==> config.mk <==
export PLATFORM = sky130hd
export DESIGN_NAME = sdram_wr_seq
export DESIGN_NICKNAME = d
export VERILOG_FILES = /design/src/rtl/sdram_seq_pkg.sv /design/src/rtl/sdram_addr_split.sv /design/src/rtl/sdram_row_table.sv /design/src/rtl/sdram_gap_timer.sv /design/src/rtl/sdram_wr_seq.sv
export SDC_FILE = /design/constraint.sdc
export NUM_CORES = 1
export LEC_CHECK = 0
export CAP_MARGIN = 10
export CORE_UTILIZATION = 30
export DETAILED_ROUTE_END_ITERATION = 16
export DONT_BUFFER_PORTS = 1
export PLACE_DENSITY_LB_ADDON = 0.1
export SYNTH_ARGS = -nofsm -noshare
export SYNTH_HDL_FRONTEND = slang
export SYNTH_SLANG_ARGS = --single-unit
==> constraint.sdc <==
create_clock -name clk -period 4.63 [get_ports clk]
set_input_delay 0.463 -clock clk [delete_from_list [all_inputs] [get_ports clk]]
set_output_delay 0.463 -clock clk [all_outputs]
set_load 0.005 [all_outputs]
==> src/rtl/sdram_seq_pkg.sv <==
// Shared command encoding and sequencer state for the SDRAM write sequencer.
package sdram_seq_pkg;
    // {RAS_n, CAS_n, WE_n}
    typedef enum logic [2:0] {
        CMD_PRE = 3'b010,
        CMD_ACT = 3'b011,
        CMD_WR  = 3'b100,
        CMD_NOP = 3'b111
    } sd_cmd_e;

    typedef enum logic [1:0] {
        ST_IDLE,
        ST_RP,
        ST_RCD
    } seq_st_e;
endpackage

==> src/rtl/sdram_addr_split.sv <==
// Splits a flat word address into column, bank and row fields (column at the
// least significant end) and flags a sequential beat that wraps into a new page.
// Assumes the page boundary is where the column field returns to zero.
module sdram_addr_split #(
    parameter int COL_W  = 8,
    parameter int BANK_W = 2,
    parameter int ROW_W  = 12,
    localparam int ADDR_W = COL_W + BANK_W + ROW_W
) (
    input  logic [ADDR_W-1:0] addr,
    input  logic              seq,
    output logic [COL_W-1:0]  col,
    output logic [BANK_W-1:0] bank,
    output logic [ROW_W-1:0]  row,
    output logic              wrap
);
    // Field extraction and page-wrap detection
    always_comb begin
        col  = addr[COL_W-1:0];
        bank = addr[COL_W +: BANK_W];
        row  = addr[COL_W+BANK_W +: ROW_W];
        wrap = seq && (col == '0);
    end
endmodule

==> src/rtl/sdram_row_table.sv <==
// Keeps one open-row record (valid bit and row) per bank. ACTIVATE sets the
// record of its bank; PRECHARGE clears only that bank's record.
// Assumes set and clear are never requested in the same cycle.
module sdram_row_table #(
    parameter int BANK_W = 2,
    parameter int ROW_W  = 12,
    localparam int NB    = 1 << BANK_W
) (
    input  logic              clk,
    input  logic              rst_n,
    input  logic [BANK_W-1:0] look_bank,
    output logic              look_valid,
    output logic [ROW_W-1:0]  look_row,
    input  logic              set_en,
    input  logic              clr_en,
    input  logic [BANK_W-1:0] upd_bank,
    input  logic [ROW_W-1:0]  upd_row
);
    logic [NB-1:0]    rec_valid;
    logic [ROW_W-1:0] rec_row [NB];

    for (genvar b = 0; b < NB; b++) begin : g_bank
        // One bank's record update
        always_ff @(posedge clk) begin
            if (!rst_n) begin
                rec_valid[b] <= 1'b0;
                rec_row[b]   <= '0;
            end else if (set_en && upd_bank == BANK_W'(b)) begin
                rec_valid[b] <= 1'b1;
                rec_row[b]   <= upd_row;
            end else if (clr_en && upd_bank == BANK_W'(b)) begin
                rec_valid[b] <= 1'b0;
            end
        end
    end

    // Lookup of the requested bank's record
    always_comb begin
        look_valid = rec_valid[look_bank];
        look_row   = rec_row[look_bank];
    end
endmodule

==> src/rtl/sdram_gap_timer.sv <==
// Down-counter for the inter-command gap. Loaded with (gap-1) on the edge a
// command issues; reports done once it reaches zero.
module sdram_gap_timer #(
    parameter int CNT_W = 4
) (
    input  logic             clk,
    input  logic             rst_n,
    input  logic             load,
    input  logic [CNT_W-1:0] load_val,
    output logic             done
);
    logic [CNT_W-1:0] cnt;

    // Load or count down toward zero
    always_ff @(posedge clk) begin
        if (!rst_n)          cnt <= '0;
        else if (load)       cnt <= load_val;
        else if (cnt != '0)  cnt <= cnt - 1'b1;
    end

    // Gap elapsed
    always_comb done = (cnt == '0);
endmodule

==> src/rtl/sdram_wr_seq.sv <==
// Write command sequencer: turns single or burst write requests into SDRAM
// PRECHARGE / ACTIVATE / WRITE commands, reusing the open row of each bank.
// Assumes ROW_W > 10, COL_W <= 10, T_RP >= 1 and T_RCD >= 1; reads, refresh
// and initialisation are handled elsewhere.
module sdram_wr_seq #(
    parameter int COL_W  = 8,
    parameter int BANK_W = 2,
    parameter int ROW_W  = 12,
    parameter int DATA_W = 16,
    parameter int T_RP   = 2,
    parameter int T_RCD  = 2,
    localparam int ADDR_W = COL_W + BANK_W + ROW_W,
    localparam int T_MAX  = (T_RP > T_RCD) ? T_RP : T_RCD,
    localparam int CNT_W  = $clog2(T_MAX + 1)
) (
    input  logic              clk,
    input  logic              rst_n,
    input  logic              req_valid,
    input  logic              req_seq,
    input  logic [ADDR_W-1:0] req_addr,
    input  logic [DATA_W-1:0] req_data,
    output logic              req_ready,
    output logic [2:0]        sd_cmd,
    output logic [BANK_W-1:0] sd_ba,
    output logic [ROW_W-1:0]  sd_addr,
    output logic [DATA_W-1:0] sd_dq
);
    import sdram_seq_pkg::*;

    logic [COL_W-1:0]  in_col;
    logic [BANK_W-1:0] in_bank;
    logic [ROW_W-1:0]  in_row;
    logic              in_wrap;

    logic              rec_valid;
    logic [ROW_W-1:0]  rec_row;
    logic              tbl_set, tbl_clr;
    logic [BANK_W-1:0] upd_bank;
    logic [ROW_W-1:0]  upd_row;

    logic              tmr_load, tmr_done;
    logic [CNT_W-1:0]  tmr_val;

    seq_st_e           st, st_n;
    logic [COL_W-1:0]  cap_col;
    logic [BANK_W-1:0] cap_bank;
    logic [ROW_W-1:0]  cap_row;
    logic [DATA_W-1:0] cap_data;
    logic              cap_en;

    sd_cmd_e           cmd_n;
    logic [BANK_W-1:0] ba_n;
    logic [ROW_W-1:0]  a_n;
    logic              dq_en;
    logic [DATA_W-1:0] dq_n;
    logic              accept, hit;

    sdram_addr_split #(.COL_W(COL_W), .BANK_W(BANK_W), .ROW_W(ROW_W)) u_split (
        .addr(req_addr), .seq(req_seq),
        .col(in_col), .bank(in_bank), .row(in_row), .wrap(in_wrap)
    );

    sdram_row_table #(.BANK_W(BANK_W), .ROW_W(ROW_W)) u_rows (
        .clk(clk), .rst_n(rst_n),
        .look_bank(in_bank), .look_valid(rec_valid), .look_row(rec_row),
        .set_en(tbl_set), .clr_en(tbl_clr), .upd_bank(upd_bank), .upd_row(upd_row)
    );

    sdram_gap_timer #(.CNT_W(CNT_W)) u_gap (
        .clk(clk), .rst_n(rst_n), .load(tmr_load), .load_val(tmr_val), .done(tmr_done)
    );

    // Master handshake: requests are taken only while idle
    always_comb begin
        req_ready = (st == ST_IDLE);
        accept    = req_valid && req_ready;
        hit       = rec_valid && (rec_row == in_row) && !in_wrap;
    end

    // Record update source: live request while idle, captured request otherwise
    always_comb begin
        upd_bank = (st == ST_IDLE) ? in_bank : cap_bank;
        upd_row  = (st == ST_IDLE) ? in_row  : cap_row;
    end

    // Next command, next state and side effects
    always_comb begin
        st_n     = st;
        cmd_n    = CMD_NOP;
        ba_n     = sd_ba;
        a_n      = sd_addr;
        dq_en    = 1'b0;
        dq_n     = cap_data;
        tbl_set  = 1'b0;
        tbl_clr  = 1'b0;
        tmr_load = 1'b0;
        tmr_val  = '0;
        cap_en   = 1'b0;
        unique case (st)
            ST_IDLE: if (accept) begin
                ba_n   = in_bank;
                cap_en = 1'b1;
                if (hit) begin
                    cmd_n = CMD_WR;
                    a_n   = ROW_W'(in_col);
                    dq_en = 1'b1;
                    dq_n  = req_data;
                end else if (rec_valid) begin
                    cmd_n    = CMD_PRE;
                    a_n      = '0;
                    tbl_clr  = 1'b1;
                    tmr_load = 1'b1;
                    tmr_val  = CNT_W'(T_RP - 1);
                    st_n     = ST_RP;
                end else begin
                    cmd_n    = CMD_ACT;
                    a_n      = in_row;
                    tbl_set  = 1'b1;
                    tmr_load = 1'b1;
                    tmr_val  = CNT_W'(T_RCD - 1);
                    st_n     = ST_RCD;
                end
            end
            ST_RP: if (tmr_done) begin
                cmd_n    = CMD_ACT;
                ba_n     = cap_bank;
                a_n      = cap_row;
                tbl_set  = 1'b1;
                tmr_load = 1'b1;
                tmr_val  = CNT_W'(T_RCD - 1);
                st_n     = ST_RCD;
            end
            ST_RCD: if (tmr_done) begin
                cmd_n = CMD_WR;
                ba_n  = cap_bank;
                a_n   = ROW_W'(cap_col);
                dq_en = 1'b1;
                dq_n  = cap_data;
                st_n  = ST_IDLE;
            end
            default: st_n = ST_IDLE;
        endcase
    end

    // State and captured request
    always_ff @(posedge clk) begin
        if (!rst_n) begin
            st       <= ST_IDLE;
            cap_col  <= '0;
            cap_bank <= '0;
            cap_row  <= '0;
            cap_data <= '0;
        end else begin
            st <= st_n;
            if (cap_en) begin
                cap_col  <= in_col;
                cap_bank <= in_bank;
                cap_row  <= in_row;
                cap_data <= req_data;
            end
        end
    end

    // Registered command bus
    always_ff @(posedge clk) begin
        if (!rst_n) begin
            sd_cmd  <= CMD_NOP;
            sd_ba   <= '0;
            sd_addr <= '0;
            sd_dq   <= '0;
        end else begin
            sd_cmd  <= cmd_n;
            sd_ba   <= ba_n;
            sd_addr <= a_n;
            if (dq_en) sd_dq <= dq_n;
        end
    end
endmodule

# After elaboration in Yosys (flattened, before gate mapping)
# Memories as Yosys holds them, arrays and structs flattened.
# Cells that the tools add are included.
# totals
regBits,79
ram_bits,48
inputBits,42
out_inout_bits,34
word_cells,137
mem_count,1
# mem_list
name,words,width,rd,rd_ports_with_merged_regs,write_ports,line_no,rtl
u_rows.rec_row,4,12,1,0,4,sdram_row_table.sv:20,logic [ROW_W-1:0] rec_row [NB];
# classes
addsub,1
n_lt_le_gt_ge,1
eq_ne,11
mux,76
bitwise,4
n_reduce_logical,29
# op_table
op,count
12-bit two-way mux,10
16-bit two-way mux,3
1-bit two-way mux,40
12-bit case mux with 3 select lines,1
2-bit two-way mux,11
2-bit nonzero test,7
12-bit equality test,1
1-bit logical AND,12
3-bit two-way mux,3
3-bit case mux with 3 select lines,1
8-bit logical NOT,1
1-bit case mux with 2 select lines,4
4-bit AND reduction,2
"2-bit equality test, second input constant",3
2-bit logical NOT,3
"2-bit inequality test, second input constant",3
2-bit case mux with 3 select lines,1
"2-bit by 1-bit equality test with 1-bit output, second input constant",2
"2-bit by 1-bit inequality test with 1-bit output, second input constant",2
1-bit OR,4
2-bit case mux with 2 select lines,1
"2-bit by 3-bit less-than comparator with 1-bit output, second input constant",1
3-bit AND reduction,1
3-bit nonzero test,1
other kinds (4),4

# Logic depth before layout (Yosys ltp)
# depth
depth_word,12
ltp_mapped,11
depth_no_buf,8

# Hierarchy
# From an unflattened synthesis, not the netlist that was laid out.
# unflattened
hier_cells,617
hier_area_um2,6226.0
# modules_own_cells
mod,instances,cells_each,area_per_inst_um2,seq_area_each_um2
sdram_wr_seq,1,421,3642.2,1461.4
sdram_row_table,1,158,2265.9,1521.5
sdram_addr_split,1,25,193.9,0.0
sdram_gap_timer,1,13,123.9,40.0

# Worst setup path before layout
# OpenSTA, ideal clock, no wires.
# synth_path
path_kind,in2reg
start,input req_addr[8]
end,register st[1]
setup_ns,0.116
arrival_time_ns,2.494
t_required_ns,4.514
path_slack_ns,2.020
path_stages,9
n_path_buf,3
path_cell_list,buf_4 -> buf_6 -> mux4_2 -> xnor2_1 -> and3_1 -> o2111a_1 -> buf_6 -> or4_1 -> and4_1
# synth_via
elab_chain_cells,6
elab_cells_between_ends,12
cone_classes,2 x eq/ne; 6 x mux; 3 x reduce/logical; 1 x memory
# synth_rtl
item,line_no,rtl
start: declaration,sdram_wr_seq.sv:20,"input logic [ADDR_W-1:0] req_addr,"
memory 4 x 12 bit / 1-bit binary-select mux with 2-bit select (equally long branches),-,
12-bit equality test / 1-bit two-way mux (equally long branches),"sdram_wr_seq.sv:77, sdram_row_table.sv:39",
1-bit logical AND / 2-bit two-way mux (equally long branches),"sdram_wr_seq.sv:77, sdram_wr_seq.sv:108",
1-bit logical AND / 2-bit two-way mux (equally long branches),"sdram_wr_seq.sv:77, sdram_wr_seq.sv:103",
2-bit inequality test (no line) / 2-bit two-way mux (equally long branches),-,
4-bit AND reduction (no line) / 2-bit case mux with 3 select lines (equally long branches),-,
end signal: assignment,sdram_wr_seq.sv:154,st <= st_n;
end: declaration,sdram_wr_seq.sv:44,"seq_st_e st, st_n;"
# Several ways; a longest one is shown, not always the timed one. The select of a mux whose other input is x is not followed.
# A chain may end at the register's enable or synchronous reset.

==> flow_summary.json <==
{
  "outcome": "finished clean",
  "grt_overflow_total": 0,
  "synth_top_family_by_area": "simple AND/OR/NAND/NOR gates",
  "antenna_found_initial": 0,
  "synth_edf_count": 48,
  "diodes": 0,
  "grt_pass1_wl_mm": 25.8,
  "worstSetupEndpointType": "register",
  "finalWeightedCongestion": 0.751,
  "hp-start": "req_addr[21]",
  "synth_top_area_share_pct": 27.3,
  "cts_buffers": 17,
  "drt_iter0_markers": 285,
  "postPlaceCellArea_um2": 5970,
  "yosys_most_used_dff": "dfxtp_1",
  "area_delta_synth_final_pct": 12.6,
  "ff2ff_path_depth": 7,
  "ctsResizeCount": 0,
  "grt_pass1_vias": 4383,
  "core-area_um2": 18800,
  "finClkSkew_ns": 0.00877,
  "die_h_um": 141,
  "drive_above_1_share_pct": 9.03,
  "final_cell_mix": "101 x nand2_1, 79 x dfxtp_1, 59 x nor2_1",
  "yosys.area_share.simple_pct": 17.0,
  "finalCriticalPeriod_ns": 2.80,
  "ios": 76,
  "setup_viol_count_final": 0,
  "fmax_mhz": 357,
  "worstPathRequired_ns": 4.90,
  "syn_area_per_cell_um2": 9.74,
  "post_cts_buffers": 0,
  "synth.area.top_cells": "dfxtp_1 27%, edfxtp_1 25%, nand2_1 6.6%",
  "hold_viol": 0,
  "syn-num-nets": 642,
  "p_leak_nw": 2.41,
  "path_class": "reg2reg",
  "cp_max_fo": 18,
  "rows": 50,
  "wl_per_cell_um": 19.4,
  "clk_pin_slew_ns": 0.06,
  "min_path_cells": 2,
  "htree_levels": 4,
  "final_common_cell": "nand2_1",
  "num_vias": 4305,
  "synth_seq_area_share_pct": 52.1,
  "cts_hold_buf": 0,
  "worstSetupStartpointType": "register",
  "ys_ff_latch": 127,
  "final_nets": 621,
  "gr-usage-all-layers_pct": 17.3,
  "synth_compound_area_share_pct": 12.9,
  "fin_crit_sh_pct": 60.4,
  "antenna_left": 0,
  "cts_root_buffer": "clkbuf_16",
  "tritoncts": "built",
  "syn_area_um2": 5800,
  "min_path_type": "in2reg",
  "tns_ns": 0,
  "grt_max_degree": 75,
  "synthDistinctLibCells": 43,
  "reg2reg_slack_ns": 1.83,
  "first_pass_iters": 4,
  "drv_slew": 0,
  "hold_end": "cap_row[11]$_SDFFE_PN0P_",
  "synthXorXnorAreaFrac_pct": 2.11,
  "synthCells": 595,
  "cts.sinks": 127,
  "synth_mux_area_share_pct": 10.5,
  "initial_utilization_pct": 30.8,
  "vias_per_cell": 5.08,
  "dieWidth_um": 141,
  "irDropWorstVdd_mv": 0.236,
  "max_slew_margin_pct": 34.8,
  "yosysWarnings": 0,
  "synthAdderAreaFrac_pct": 1.08,
  "cts_buffer_depth": 2,
  "yosysTopAreaCell": "dfxtp_1",
  "dieArea_um2": 19900,
  "totalWireLength_mm": 16.4,
  "timing.hold.ws_ns": 0.171,
  "drc": 0,
  "final_area_um2": 6530,
  "cap_violations": 0,
  "dp_hpwl_mm": 10.9,
  "r2r-start": "st[1]$_SDFFE_PN0P_",
  "async_flop_share_pct": 0,
  "clkLatencyLatePin_ns": 0.42,
  "worst_slew_pin_slew_ns": 0.978,
  "rsz0062_at_grt": "false",
  "io_buffer_count": 0,
  "critPathArrivalTime_ns": 3.07,
  "crit-reg2reg-capture": "u_rows.rec_row[3][10]$_SDFFCE_PN0P_",
  "p_per_area_nw_per_um2": 541
}
final cells by class:
class	count	area, µm²
clock buffer	21	473
clock inverter	11	82.6
fill	1902	12300
inverter	12	45.0
multi-input combinational	410	2530
sequential	127	3020
tap	260	325
timing repair buffer	6	45.0
per-stage QoR:
stage | setup WS (ns) | utilization (%) | cells | power, mW
2_1_floorplan | 2.02 | - | 595 | 2.06
3_3_place_gp | 1.82 | 31.7 | 815 | 2.30
3_5_place_dp | 1.80 | 31.7 | 815 | 2.31
4_1_cts | 1.83 | 34.7 | 847 | 3.57
5_1_grt | 1.66 | 34.7 | 847 | 3.73
6_report | 1.83 | 34.7 | 847 | 3.54
worst max path at each step:
stage | cells after the start | endpoint | slack, ns | start
2_1_floorplan | 9 | st[1]$_SDFFE_PN0P_ | 2.02 | req_addr[8]
3_3_place_gp | 6 | st[1]$_SDFFE_PN0P_ | 1.82 | req_addr[4]
3_5_place_dp | 6 | st[1]$_SDFFE_PN0P_ | 1.80 | req_addr[4]
4_1_cts | 6 | u_rows.rec_row[3][4]$_SDFFCE_PN0P_ | 1.83 | st[1]$_SDFFE_PN0P_
5_1_grt | 7 | u_rows.rec_row[0][3]$_SDFFCE_PN0P_ | 1.66 | st[1]$_SDFFE_PN0P_
6_report | 7 | u_rows.rec_row[3][10]$_SDFFCE_PN0P_ | 1.83 | st[1]$_SDFFE_PN0P_
sequential cells by signal (all words and copies together) (netlist names):
signal            count
u_rows.rec_row       48
u_rows.rec_valid      4
cap_data             16
cap_col               8
sd_cmd                3
sd_ba                 2
u_gap.cnt             2
sd_addr              12
st                    2
cap_row              12
cap_bank              2
sd_dq                16
Yosys cell counts, types with 5 or more instances:
library cell and n:
nand3_1 14, nand2_1 102, a21oi_1 45, o31ai_1 5
edfxtp_1 48, a221oi_1 8, clkbuf_1 35, a22oi_1 8
mux4_2 11, a211oi_1 19, mux2i_1 35, ha_1 5
inv_1 12, nor3_1 28, xnor2_1 12, and4_1 5
nor2_1 59, dfxtp_1 79, o21ai_0 17
report_power, final:
group	switching [mW]	internal (mW)	total (mW)
logic	0.537	0.283	0.820
registers	0.107	1.35	1.45
clock network	0.527	0.736	1.26
total	1.17	2.36	3.54
per-layer routing:
metal  vias up  routed length, µm  global-route usage [%]
met5         -                  0                       0
met4         0                198                    6.06
met3        16                964                    5.30
met2        92               7860                    28.8
met1      2106               7410                    21.2
li1       2091                  -                       -
kinds of logic after synthesis:
logic type,after synthesis
compound gates,118
xor+xnor,14
fa+ha+maj,5
buf+inv,58
flops,127
mux,47
simple gates,226
worst max-delay path: stages, from the launching register on:
cell and delay [ns]:
dfxtp_1 0.33, inv_1 0.13, ha_1 0.66, inv_1 0.22, o22ai_1 0.43, and2_1 0.27
nand2_1 0.38, nor2_1 0.23
No activity file was read; power rests on OpenSTA's default activity.
